$ cat config.mk
export PLATFORM = sky130hd
export DESIGN_NAME = devset_merger
export DESIGN_NICKNAME = d
export VERILOG_FILES = /design/src/rtl/devset_pkg.sv /design/src/rtl/devset_single_merge.sv /design/src/rtl/devset_pair_sort.sv /design/src/rtl/devset_pair_merge.sv /design/src/rtl/devset_merger.sv
export SDC_FILE = /design/constraint.sdc
export NUM_CORES = 2
export LEC_CHECK = 0
export BUFFER_PORTS_ARGS = -buffer_cell sky130_fd_sc_hd__buf_2
export CORE_MARGIN = 2
export CORE_UTILIZATION = 50
export DETAILED_ROUTE_END_ITERATION = 12
export PLACE_DENSITY = 0.78
export REMOVE_ABC_BUFFERS = 1
export SYNTH_ARGS = -nofsm -noshare
export SYNTH_HDL_FRONTEND = slang
export SYNTH_SLANG_ARGS = --single-unit
$ cat constraint.sdc
create_clock -name clk -period 31.2 [get_ports clk]
set_input_delay 4.68 -clock clk [delete_from_list [all_inputs] [get_ports clk]]
set_output_delay 4.68 -clock clk [all_outputs]
set_load 0.01 [all_outputs]
$ cat src/rtl/devset_pkg.sv
package devset_pkg;

    typedef enum logic [1:0] {
        ST_IDLE  = 2'd0,
        ST_BASE  = 2'd1,
        ST_MERGE = 2'd2
    } dm_state_e;

    // lower edge of pair number p, pairs enumerated a<b in ascending order
    function automatic int pair_lo(input int p, input int edges);
        int n;
        n = 0;
        pair_lo = 0;
        for (int a = 0; a < edges; a++) begin
            for (int b = a + 1; b < edges; b++) begin
                if (n == p) pair_lo = a;
                n++;
            end
        end
    endfunction

    // upper edge of pair number p
    function automatic int pair_hi(input int p, input int edges);
        int n;
        n = 0;
        pair_hi = 0;
        for (int a = 0; a < edges; a++) begin
            for (int b = a + 1; b < edges; b++) begin
                if (n == p) pair_hi = b;
                n++;
            end
        end
    endfunction

endpackage

$ cat src/rtl/devset_single_merge.sv
// Merge of the one-deviation candidates: one pointer per edge, smallest head wins.
module devset_single_merge #(
    parameter int EDGES    = 4,
    parameter int LIST_LEN = 13,
    parameter int SYM_W    = 6,
    parameter int LLR_W    = 8,
    localparam int COST_W  = LLR_W + 1,
    localparam int EW      = (EDGES > 1) ? $clog2(EDGES) : 1,
    localparam int PW      = $clog2(LIST_LEN + 1)
) (
    input  logic              clk,
    input  logic              rst_n,
    input  logic              load,
    input  logic              pop,
    input  logic [SYM_W-1:0]  sym [EDGES][LIST_LEN],
    input  logic [LLR_W-1:0]  llr [EDGES][LIST_LEN],
    output logic              head_valid,
    output logic [COST_W-1:0] head_cost,
    output logic [SYM_W-1:0]  head_delta,
    output logic [EW-1:0]     head_edge
);

    logic [PW-1:0]     ptr_q   [EDGES];
    logic [PW-1:0]     rd_idx  [EDGES];
    logic [EDGES-1:0]  live;
    logic [COST_W-1:0] cost    [EDGES];

    always_comb begin
        for (int e = 0; e < EDGES; e++) begin
            live[e]   = (ptr_q[e] < PW'(LIST_LEN));
            rd_idx[e] = live[e] ? ptr_q[e] : '0;
            cost[e]   = {1'b0, llr[e][rd_idx[e]]} - {1'b0, llr[e][0]};
        end
    end

    // strict compare: on equal cost the lower edge keeps the slot
    logic              sel_v;
    logic [COST_W-1:0] sel_cost;
    logic [SYM_W-1:0]  sel_delta;
    logic [EW-1:0]     sel_edge;

    always_comb begin
        sel_v     = 1'b0;
        sel_cost  = '0;
        sel_delta = '0;
        sel_edge  = '0;
        for (int e = 0; e < EDGES; e++) begin
            if (live[e] && (!sel_v || cost[e] < sel_cost)) begin
                sel_v     = 1'b1;
                sel_cost  = cost[e];
                sel_delta = sym[e][0] ^ sym[e][rd_idx[e]];
                sel_edge  = EW'(e);
            end
        end
    end

    assign head_valid = sel_v;
    assign head_cost  = sel_cost;
    assign head_delta = sel_delta;
    assign head_edge  = sel_edge;

    always_ff @(posedge clk or negedge rst_n) begin
        if (!rst_n) begin
            for (int e = 0; e < EDGES; e++) ptr_q[e] <= PW'(LIST_LEN);
        end else if (load) begin
            for (int e = 0; e < EDGES; e++) ptr_q[e] <= PW'(1);
        end else if (pop) begin
            ptr_q[sel_edge] <= ptr_q[sel_edge] + 1'b1;
        end
    end

    // sorted lists make the merge head non-decreasing after each pop
    p_single_rises_r6: assert property (@(posedge clk) disable iff (!rst_n)
        (pop && !load) |=> (!head_valid || head_cost >= $past(head_cost)));

    // the controller never pops an exhausted merge
    p_single_pop_live_r8: assert property (@(posedge clk) disable iff (!rst_n)
        pop |-> head_valid);

endmodule

$ cat src/rtl/devset_pair_sort.sv
// Orders the four (i,j) combinations of one edge pair, i,j in {1,2}.
module devset_pair_sort #(
    parameter int SYM_W  = 6,
    parameter int COST_W = 9
) (
    input  logic [COST_W-1:0]        a1_cost,
    input  logic [COST_W-1:0]        a2_cost,
    input  logic [COST_W-1:0]        b1_cost,
    input  logic [COST_W-1:0]        b2_cost,
    input  logic [SYM_W-1:0]         a1_delta,
    input  logic [SYM_W-1:0]         a2_delta,
    input  logic [SYM_W-1:0]         b1_delta,
    input  logic [SYM_W-1:0]         b2_delta,
    output logic [3:0][COST_W-1:0]   srt_cost,
    output logic [3:0][SYM_W-1:0]    srt_delta
);

    logic [COST_W-1:0] c11, c12, c21, c22;

    always_comb begin
        c11 = a1_cost + b1_cost;
        c12 = a1_cost + b2_cost;
        c21 = a2_cost + b1_cost;
        c22 = a2_cost + b2_cost;
        // (1,1) is never above either middle term and (2,2) never below
        srt_cost[0]  = c11;
        srt_delta[0] = a1_delta ^ b1_delta;
        srt_cost[3]  = c22;
        srt_delta[3] = a2_delta ^ b2_delta;
        if (c12 <= c21) begin
            srt_cost[1]  = c12;
            srt_delta[1] = a1_delta ^ b2_delta;
            srt_cost[2]  = c21;
            srt_delta[2] = a2_delta ^ b1_delta;
        end else begin
            srt_cost[1]  = c21;
            srt_delta[1] = a2_delta ^ b1_delta;
            srt_cost[2]  = c12;
            srt_delta[2] = a1_delta ^ b2_delta;
        end
    end

endmodule

$ cat src/rtl/devset_pair_merge.sv
// Two-deviation stream: per-pair sorted groups, lowest head chosen each pop.
module devset_pair_merge #(
    parameter int EDGES    = 4,
    parameter int LIST_LEN = 13,
    parameter int SYM_W    = 6,
    parameter int LLR_W    = 8,
    localparam int COST_W  = LLR_W + 1,
    localparam int NPAIR   = EDGES * (EDGES - 1) / 2,
    localparam int GROUP   = 4,
    localparam int PSEL_W  = (NPAIR > 1) ? $clog2(NPAIR) : 1,
    localparam int GP_W    = $clog2(GROUP + 1)
) (
    input  logic              clk,
    input  logic              rst_n,
    input  logic              load,
    input  logic              pop,
    input  logic [SYM_W-1:0]  sym [EDGES][LIST_LEN],
    input  logic [LLR_W-1:0]  llr [EDGES][LIST_LEN],
    output logic              head_valid,
    output logic [COST_W-1:0] head_cost,
    output logic [SYM_W-1:0]  head_delta,
    output logic [EDGES-1:0]  head_mask
);

    logic [NPAIR-1:0][GROUP-1:0][COST_W-1:0] grp_cost;
    logic [NPAIR-1:0][GROUP-1:0][SYM_W-1:0]  grp_delta;
    logic [NPAIR-1:0][EDGES-1:0]             grp_mask;
    logic [GP_W-1:0]                         ptr_q [NPAIR];

    for (genvar p = 0; p < NPAIR; p++) begin : g_pair
        localparam int EA = devset_pkg::pair_lo(p, EDGES);
        localparam int EB = devset_pkg::pair_hi(p, EDGES);

        logic [COST_W-1:0] a1c, a2c, b1c, b2c;
        logic [SYM_W-1:0]  a1d, a2d, b1d, b2d;

        assign a1c = {1'b0, llr[EA][1]} - {1'b0, llr[EA][0]};
        assign a2c = {1'b0, llr[EA][2]} - {1'b0, llr[EA][0]};
        assign b1c = {1'b0, llr[EB][1]} - {1'b0, llr[EB][0]};
        assign b2c = {1'b0, llr[EB][2]} - {1'b0, llr[EB][0]};
        assign a1d = sym[EA][0] ^ sym[EA][1];
        assign a2d = sym[EA][0] ^ sym[EA][2];
        assign b1d = sym[EB][0] ^ sym[EB][1];
        assign b2d = sym[EB][0] ^ sym[EB][2];
        assign grp_mask[p] = (EDGES'(1) << EA) | (EDGES'(1) << EB);

        devset_pair_sort #(.SYM_W(SYM_W), .COST_W(COST_W)) i_sort (
            .a1_cost  (a1c),
            .a2_cost  (a2c),
            .b1_cost  (b1c),
            .b2_cost  (b2c),
            .a1_delta (a1d),
            .a2_delta (a2d),
            .b1_delta (b1d),
            .b2_delta (b2d),
            .srt_cost (grp_cost[p]),
            .srt_delta(grp_delta[p])
        );

        // each local group leaves its sorter in ascending order
        p_group_sorted_r6: assert property (@(posedge clk) disable iff (!rst_n)
            (grp_cost[p][0] <= grp_cost[p][1]) && (grp_cost[p][1] <= grp_cost[p][2]) &&
            (grp_cost[p][2] <= grp_cost[p][3]));
    end

    logic              sel_v;
    logic [PSEL_W-1:0] sel;
    logic [COST_W-1:0] sel_cost;
    logic [SYM_W-1:0]  sel_delta;

    // cascade of two-input compares; equal cost keeps the lower pair rank
    always_comb begin
        sel_v     = 1'b0;
        sel       = '0;
        sel_cost  = '0;
        sel_delta = '0;
        for (int p = 0; p < NPAIR; p++) begin
            if (ptr_q[p] < GP_W'(GROUP)) begin
                if (!sel_v || grp_cost[p][ptr_q[p][1:0]] < sel_cost) begin
                    sel_v     = 1'b1;
                    sel       = PSEL_W'(p);
                    sel_cost  = grp_cost[p][ptr_q[p][1:0]];
                    sel_delta = grp_delta[p][ptr_q[p][1:0]];
                end
            end
        end
    end

    assign head_valid = sel_v;
    assign head_cost  = sel_cost;
    assign head_delta = sel_delta;
    assign head_mask  = sel_v ? grp_mask[sel] : '0;

    always_ff @(posedge clk or negedge rst_n) begin
        if (!rst_n) begin
            for (int p = 0; p < NPAIR; p++) ptr_q[p] <= GP_W'(GROUP);
        end else if (load) begin
            for (int p = 0; p < NPAIR; p++) ptr_q[p] <= '0;
        end else if (pop) begin
            ptr_q[sel] <= ptr_q[sel] + 1'b1;
        end
    end

    // no pop of an empty two-deviation stream
    p_pair_pop_live_r8: assert property (@(posedge clk) disable iff (!rst_n)
        pop |-> head_valid);

    // head of the pair stream never falls after a pop
    p_pair_rises_r6: assert property (@(posedge clk) disable iff (!rst_n)
        (pop && !load) |=> (!head_valid || head_cost >= $past(head_cost)));

endmodule

$ cat src/rtl/devset_merger.sv
module devset_merger #(
    parameter int EDGES    = 4,
    parameter int LIST_LEN = 13,
    parameter int SYM_W    = 6,
    parameter int LLR_W    = 8,
    localparam int SUM_W   = LLR_W + $clog2(EDGES),
    localparam int SYM_BUS = EDGES * LIST_LEN * SYM_W,
    localparam int LLR_BUS = EDGES * LIST_LEN * LLR_W
) (
    input  logic               clk,
    input  logic               rst_n,
    input  logic               start,
    input  logic [SYM_BUS-1:0] in_sym,
    input  logic [LLR_BUS-1:0] in_llr,
    output logic               out_valid,
    input  logic               out_ready,
    output logic [SYM_W-1:0]   out_sym,
    output logic [SUM_W-1:0]   out_llr,
    output logic [EDGES-1:0]   out_mask,
    output logic               out_last
);
    import devset_pkg::*;

    localparam int COST_W = LLR_W + 1;
    localparam int EW     = (EDGES > 1) ? $clog2(EDGES) : 1;
    localparam int NPAIR  = EDGES * (EDGES - 1) / 2;
    localparam int TOTAL  = 1 + EDGES * (LIST_LEN - 1) + NPAIR * 4;
    localparam int CW     = $clog2(TOTAL + 1);

    dm_state_e         state_q, state_d;
    logic [CW-1:0]     cnt_q;
    logic [SUM_W-1:0]  prev_llr_q;
    logic [SYM_W-1:0]  sym_q [EDGES][LIST_LEN];
    logic [LLR_W-1:0]  llr_q [EDGES][LIST_LEN];

    logic              load, fire, pop_one, pop_two, take_one;
    logic              one_v, two_v;
    logic [COST_W-1:0] one_cost, two_cost;
    logic [SYM_W-1:0]  one_delta, two_delta;
    logic [EW-1:0]     one_edge;
    logic [EDGES-1:0]  two_mask;
    logic [SYM_W-1:0]  base_sym;
    logic [SUM_W-1:0]  base_llr;

    assign load = (state_q == ST_IDLE) && start;
    assign fire = out_valid && out_ready;

    // list capture at frame start
    always_ff @(posedge clk or negedge rst_n) begin
        if (!rst_n) begin
            for (int e = 0; e < EDGES; e++) begin
                for (int k = 0; k < LIST_LEN; k++) begin
                    sym_q[e][k] <= '0;
                    llr_q[e][k] <= '0;
                end
            end
        end else if (load) begin
            for (int e = 0; e < EDGES; e++) begin
                for (int k = 0; k < LIST_LEN; k++) begin
                    sym_q[e][k] <= in_sym[(e*LIST_LEN+k)*SYM_W +: SYM_W];
                    llr_q[e][k] <= in_llr[(e*LIST_LEN+k)*LLR_W +: LLR_W];
                end
            end
        end
    end

    always_comb begin
        base_sym = '0;
        base_llr = '0;
        for (int e = 0; e < EDGES; e++) begin
            base_sym = base_sym ^ sym_q[e][0];
            base_llr = base_llr + SUM_W'(llr_q[e][0]);
        end
    end

    devset_single_merge #(
        .EDGES(EDGES), .LIST_LEN(LIST_LEN), .SYM_W(SYM_W), .LLR_W(LLR_W)
    ) i_single (
        .clk       (clk),
        .rst_n     (rst_n),
        .load      (load),
        .pop       (pop_one),
        .sym       (sym_q),
        .llr       (llr_q),
        .head_valid(one_v),
        .head_cost (one_cost),
        .head_delta(one_delta),
        .head_edge (one_edge)
    );

    devset_pair_merge #(
        .EDGES(EDGES), .LIST_LEN(LIST_LEN), .SYM_W(SYM_W), .LLR_W(LLR_W)
    ) i_pair (
        .clk       (clk),
        .rst_n     (rst_n),
        .load      (load),
        .pop       (pop_two),
        .sym       (sym_q),
        .llr       (llr_q),
        .head_valid(two_v),
        .head_cost (two_cost),
        .head_delta(two_delta),
        .head_mask (two_mask)
    );

    // fewer deviations wins an LLR tie
    assign take_one = one_v && (!two_v || one_cost <= two_cost);

    // state register
    always_ff @(posedge clk or negedge rst_n) begin
        if (!rst_n) begin
            state_q    <= ST_IDLE;
            cnt_q      <= '0;
            prev_llr_q <= '0;
        end else begin
            state_q <= state_d;
            if (load) begin
                cnt_q      <= '0;
                prev_llr_q <= '0;
            end else if (fire) begin
                cnt_q      <= cnt_q + 1'b1;
                prev_llr_q <= out_llr;
            end
        end
    end

    // next state
    always_comb begin
        state_d = state_q;
        unique case (state_q)
            ST_IDLE:  if (start) state_d = ST_BASE;
            ST_BASE:  if (out_ready) state_d = ST_MERGE;
            ST_MERGE: if (fire && out_last) state_d = ST_IDLE;
            default:  state_d = ST_IDLE;
        endcase
    end

    // outputs
    always_comb begin
        out_valid = 1'b0;
        out_sym   = '0;
        out_llr   = '0;
        out_mask  = '0;
        pop_one   = 1'b0;
        pop_two   = 1'b0;
        unique case (state_q)
            ST_IDLE: begin
            end
            ST_BASE: begin
                out_valid = 1'b1;
                out_sym   = base_sym;
                out_llr   = base_llr;
            end
            ST_MERGE: begin
                out_valid = one_v || two_v;
                if (take_one) begin
                    out_sym  = base_sym ^ one_delta;
                    out_llr  = base_llr + SUM_W'(one_cost);
                    out_mask = EDGES'(1) << one_edge;
                    pop_one  = out_ready;
                end else if (two_v) begin
                    out_sym  = base_sym ^ two_delta;
                    out_llr  = base_llr + SUM_W'(two_cost);
                    out_mask = two_mask;
                    pop_two  = out_ready;
                end
            end
            default: begin
            end
        endcase
        out_last = out_valid && (cnt_q == CW'(TOTAL - 1));
    end

    // a stalled entry is held
    p_hold_stall_r9: assert property (@(posedge clk) disable iff (!rst_n)
        (out_valid && !out_ready) |=> (out_valid && $stable(out_sym) &&
                                      $stable(out_llr) && $stable(out_mask)));

    // accepted LLRs never fall within a frame
    p_llr_order_r6: assert property (@(posedge clk) disable iff (!rst_n)
        (out_valid && state_q == ST_MERGE) |-> (out_llr >= prev_llr_q));

    // an empty mask appears only on the first entry of a frame
    p_base_first_r3: assert property (@(posedge clk) disable iff (!rst_n)
        (out_valid && out_mask == '0) |-> (cnt_q == '0));

    // never more than two deviating edges
    p_mask_weight_r10: assert property (@(posedge clk) disable iff (!rst_n)
        out_valid |-> ($countones(out_mask) <= 2));

    // the entry count and the merge contents run out together
    p_heads_remain_r8: assert property (@(posedge clk) disable iff (!rst_n)
        (state_q == ST_MERGE) |-> (one_v || two_v));

    // nothing is offered after the final entry is taken
    p_quiet_after_last_r8: assert property (@(posedge clk) disable iff (!rst_n)
        (fire && out_last) |=> !out_valid);

endmodule

==> summary.log <==
qor: drt.initialDrtViolationCount 7487
qor: global_routing.grt_start_max_net_pins 170
qor: global_routing.grt_antenna_before_repair 76
qor: cells_and_area.final_design_area_no_fill 69400 sq um
qor: placed_design.buffer_ports.inserted 753
qor: logic_synthesis.synth_seq_area_share 31.8%
qor: floorplanning.design.die.area 124000 sq um
qor: logic_synthesis.synthesis_stage_register_bit_count 771
qor: cts.clock_tree.buffer_depth 3
qor: setup_path.worst_path_max_delay_cell a211oi_1
qor: setup_path.timing.critical_path.buf_inv 10
qor: cts.clkTransAtPathRegs 0.06 ns
qor: run.max_cap_violations 1
qor: logic_synthesis.async_reset_ff_share 100%
qor: floorplanning.floorplan.die.width 353 um
qor: sta.setup-tns-final 0 ns
qor: floorplanning.floorplan.io_pins 754
qor: drt.firstDrtPassIters 8
qor: cts.cts_root_buffer clkbuf_16
qor: floorplanning.initial_standard_cell_utilization_of_the_core 50.5%
qor: cts.cts_buffers 84
qor: sta.finalCriticalPeriod 29.72 ns
qor: logic_synthesis.dominantRegCellSynth dfrtp_1
qor: cts.tritoncts_clock_tree done
qor: drt.route.antenna.remaining_nets 0
qor: cells_and_area.final_net_count 9370
qor: floorplanning.num_rows 127
qor: cells_and_area.num-fill-cells 11000
qor: setup_path.worst-r2r-setup-slack 6.80 ns
qor: setup_path.end_kind primary output
qor: placed_design.finalWeightedCongestion 1.03
qor: sta.max_freq 33.6 MHz
qor: sta.timing.final.setup_violations 0
qor: setup_path.cp_top_family compound AO/OA/AOI/OAI gates
qor: setup_path.critPathRequiredTime 26.52 ns
qor: drt.detail_route.vias_per_cell 6.14
qor: logic_synthesis.syn-cell-area 60800 sq um
qor: worst_hold_path.hold_start llr_q[246]$_DFFE_PN0P_
qor: global_routing.grt_first_pass_wirelength 383000 um
qor: sta.min_period_over_period 95.3%
qor: floorplanning.dieHeight 353 um
qor: global_routing.grt_pass1_vias 58700
qor: global_routing.grt.total_usage 41.2%
qor: drt.detail_route.wl_per_cell 26.6 um
qor: sta.actual_slew_at_the_worst_max_slew_pin 1.47 ns
qor: sta.rsz0062_at_grt no
qor: status.status finished, violations left
qor: sta.max_clock_skew 0.0488 ns
qor: cells_and_area.flow.area_growth_from_synthesis 14.2%
qor: global_routing.grt_overflow 0
qor: cells_and_area.layout-drive-gt1-share 15.7%
qor: logic_synthesis.number_of_enable_type_register_cells_in_the_synthesized_netlist 0
qor: worst_hold_path.hp-class reg -> reg
qor: cts.postCtsHoldBufs 0
qor: drt.routed-via-count 60900
qor: drt.total_wire_length_after_detailed_routing 264000 um
qor: setup_path.timing.critical_path.from llr_q[200]$_DFFE_PN0P_
qor: drt.drcViolationCount 0
qor: cells_and_area.area.sequential 19300 sq um
qor: placed_design.dpl-instance-area 66400 sq um
qor: cts.ctsHtreeMaxLevel 3
qor: setup_path.critical_path_peak_fanout 35
qor: sta.slew_headroom 1.31%
qor: setup_path.crit_type reg -> out
qor: sta.hold_viol 0
qor: setup_path.critPathMaxStageDelay 1.14 ns
qor: floorplanning.placeable_area 120000 sq um
qor: cts.cts.sink_count 771
qor: setup_path.crit_arrival 25.04 ns
qor: sta.report.final.slew_viol_count 0
qor: cells_and_area.multi_input_area 39100 sq um
qor: placed_design.place_hpwl 209000 um
qor: status.violated_checks max-capacitance violations
qor: cts.worstSkewPairLatency 0.70 ns
qor: setup_path.crit-reg2reg-launch llr_q[200]$_DFFE_PN0P_
qor: logic_synthesis.postSynthAreaPerCell 8.01 sq um
qor: setup_path.critPathLaunchType flop
qor: cells_and_area.layout.core_utilization 57.7%
qor: logic_synthesis.yosys.cell_types.count 112
qor: logic_synthesis.syn_inst 7587
qor: logic_synthesis.yosys_warnings 0
-- cell usage after synthesis (18+ instances only) --
master / n / area (sq um)
buf_1: 28 / 105
o21ai_0: 277 / 1390
a211oi_1: 100 / 751
fa_1: 54 / 1080
mux2_2: 37 / 417
buf_2: 21 / 105
dfrtp_1: 753 / 18800
o21bai_1: 49 / 368
a22oi_1: 24 / 180
inv_1: 240 / 901
a31oi_1: 61 / 382
or2_2: 18 / 113
a21o_1: 111 / 833
o22ai_1: 34 / 213
maj3_1: 42 / 420
o2111ai_1: 25 / 219
o21a_1: 48 / 360
o31ai_1: 23 / 173
and2_1: 23 / 144
nand2_1: 2582 / 9690
o221ai_1: 32 / 280
nor3_1: 54 / 270
nand3_1: 84 / 420
a21oi_1: 349 / 1750
nor2b_1: 83 / 519
dfstp_2: 18 / 473
o211ai_1: 39 / 293
nor2_1: 313 / 1170
a211o_1: 20 / 175
mux2i_1: 222 / 2220
a221oi_1: 39 / 342
mux4_2: 74 / 1670
and3_1: 18 / 113
xnor2_1: 372 / 3260
ha_1: 408 / 5100
or3_1: 21 / 131
nand4_1: 34 / 213
nand2b_1: 31 / 194
clkbuf_1: 363 / 1360
xor2_1: 158 / 1380
-- flip-flops by register name, summed over array words and instances (netlist names) --
name	cells
state_q	2
i_single.ptr_q	16
sym_q	312
i_pair.ptr_q	18
llr_q	416
cnt_q	7
-- layout by cell type, fill, tap and decap left out, types with 42 or more instances in the layout --
cell type  synthesis  final
mux2i_1          222    222
inv_1            240    240
nand2_1         2582   2580
mux4_2            74     74
a31oi_1           61     61
a211oi_1         100    100
a21o_1           111    111
o21bai_1          49     49
o21ai_0          277    274
nor2b_1           83     83
buf_2             21    752
fa_1              54     54
xnor2_1          372    368
o21a_1            48     47
nor3_1            54     53
nand3_1           84     84
clkbuf_16          0     84
nor2_1           313    312
xor2_1           158    156
diode_2            0     73
dfrtp_1          753    753
buf_4              4    165
ha_1             408    408
maj3_1            42     42
a21oi_1          349    344
-- cells by family (layout without fill, tap and decap cells) --
group | count (synthesis) | in the layout | share of synthesized area, %
other | 0 | 73 | 0
AND/OR/NAND/NOR | 3328 | 3328 | 22.3
adder cells (fa/ha/maj) | 508 | 508 | 10.9
XOR/XNOR | 538 | 538 | 7.91
buffers and inverters | 673 | 1327 | 4.23
multiplexers | 334 | 334 | 7.10
flip-flops | 771 | 771 | 31.8
AO/OA/AOI/OAI | 1435 | 1435 | 15.8
-- path summary, 6_finish.rpt --
check | end | depth (start not counted)
hold / removal | llr_q[246]$_DFFE_PN0P_ | 2
setup / recovery | out_sym[3] | 84
setup reg to reg | i_pair.ptr_q[13]$_DFFE_PN0P_ | 82
min in group asynchronous | sym_q[37]$_DFFE_PN0P_ | 1
max in group asynchronous | llr_q[327]$_DFFE_PN0P_ | 4
hold reg to reg | llr_q[246]$_DFFE_PN0P_ | 2
-- layer usage --
| metal | track usage, % | part of all wire, % |
|---|---|---|
| met1 | 53.7 | 39 |
| met2 | 62.6 | 44 |
| met3 | 8.18 | 9.9 |
| met4 | 26.8 | 7.4 |
| met5 | 0 | 0.031 |
-- stage by stage --
stage / hold WS (ns) / setup WS (ns) / std cells
6_report: 0.468 / 1.48 / 9926
5_1_grt: 0.488 / 0.255 / 9917
4_1_cts: 0.472 / 1.77 / 9853
3_5_place_dp: 0.458 / 2.56 / 9702
3_3_place_gp: 0.449 / 2.95 / 9702
2_1_floorplan: 0.437 / 4.92 / 7171
-- worst min-delay path: stages, from the launching register on --
cell and delay (ns):
dfrtp_1 0.34, nand2_1 0.05, nand2_1 0.05
-- final cells by class --
type,count,area share [%]
clock inverters,35,0.568
inverters,257,1.39
repair buffers,919,7.26
diodes,73,0.263
flip-flops and latches,771,27.8
clock buffers,116,3.47
multi-input cells,6143,56.3
well taps,1612,2.91
-- timing repair --
item / CTS / global route
setup buffers: 0 / 0
endpoints found under the setup margin: 0 / 5
endpoints found under the hold margin: 0 / 0
resized for setup: 0 / 1
Power is not shown: default switching activity piles up to over one toggle a cycle in this logic, so the estimate is an artifact.
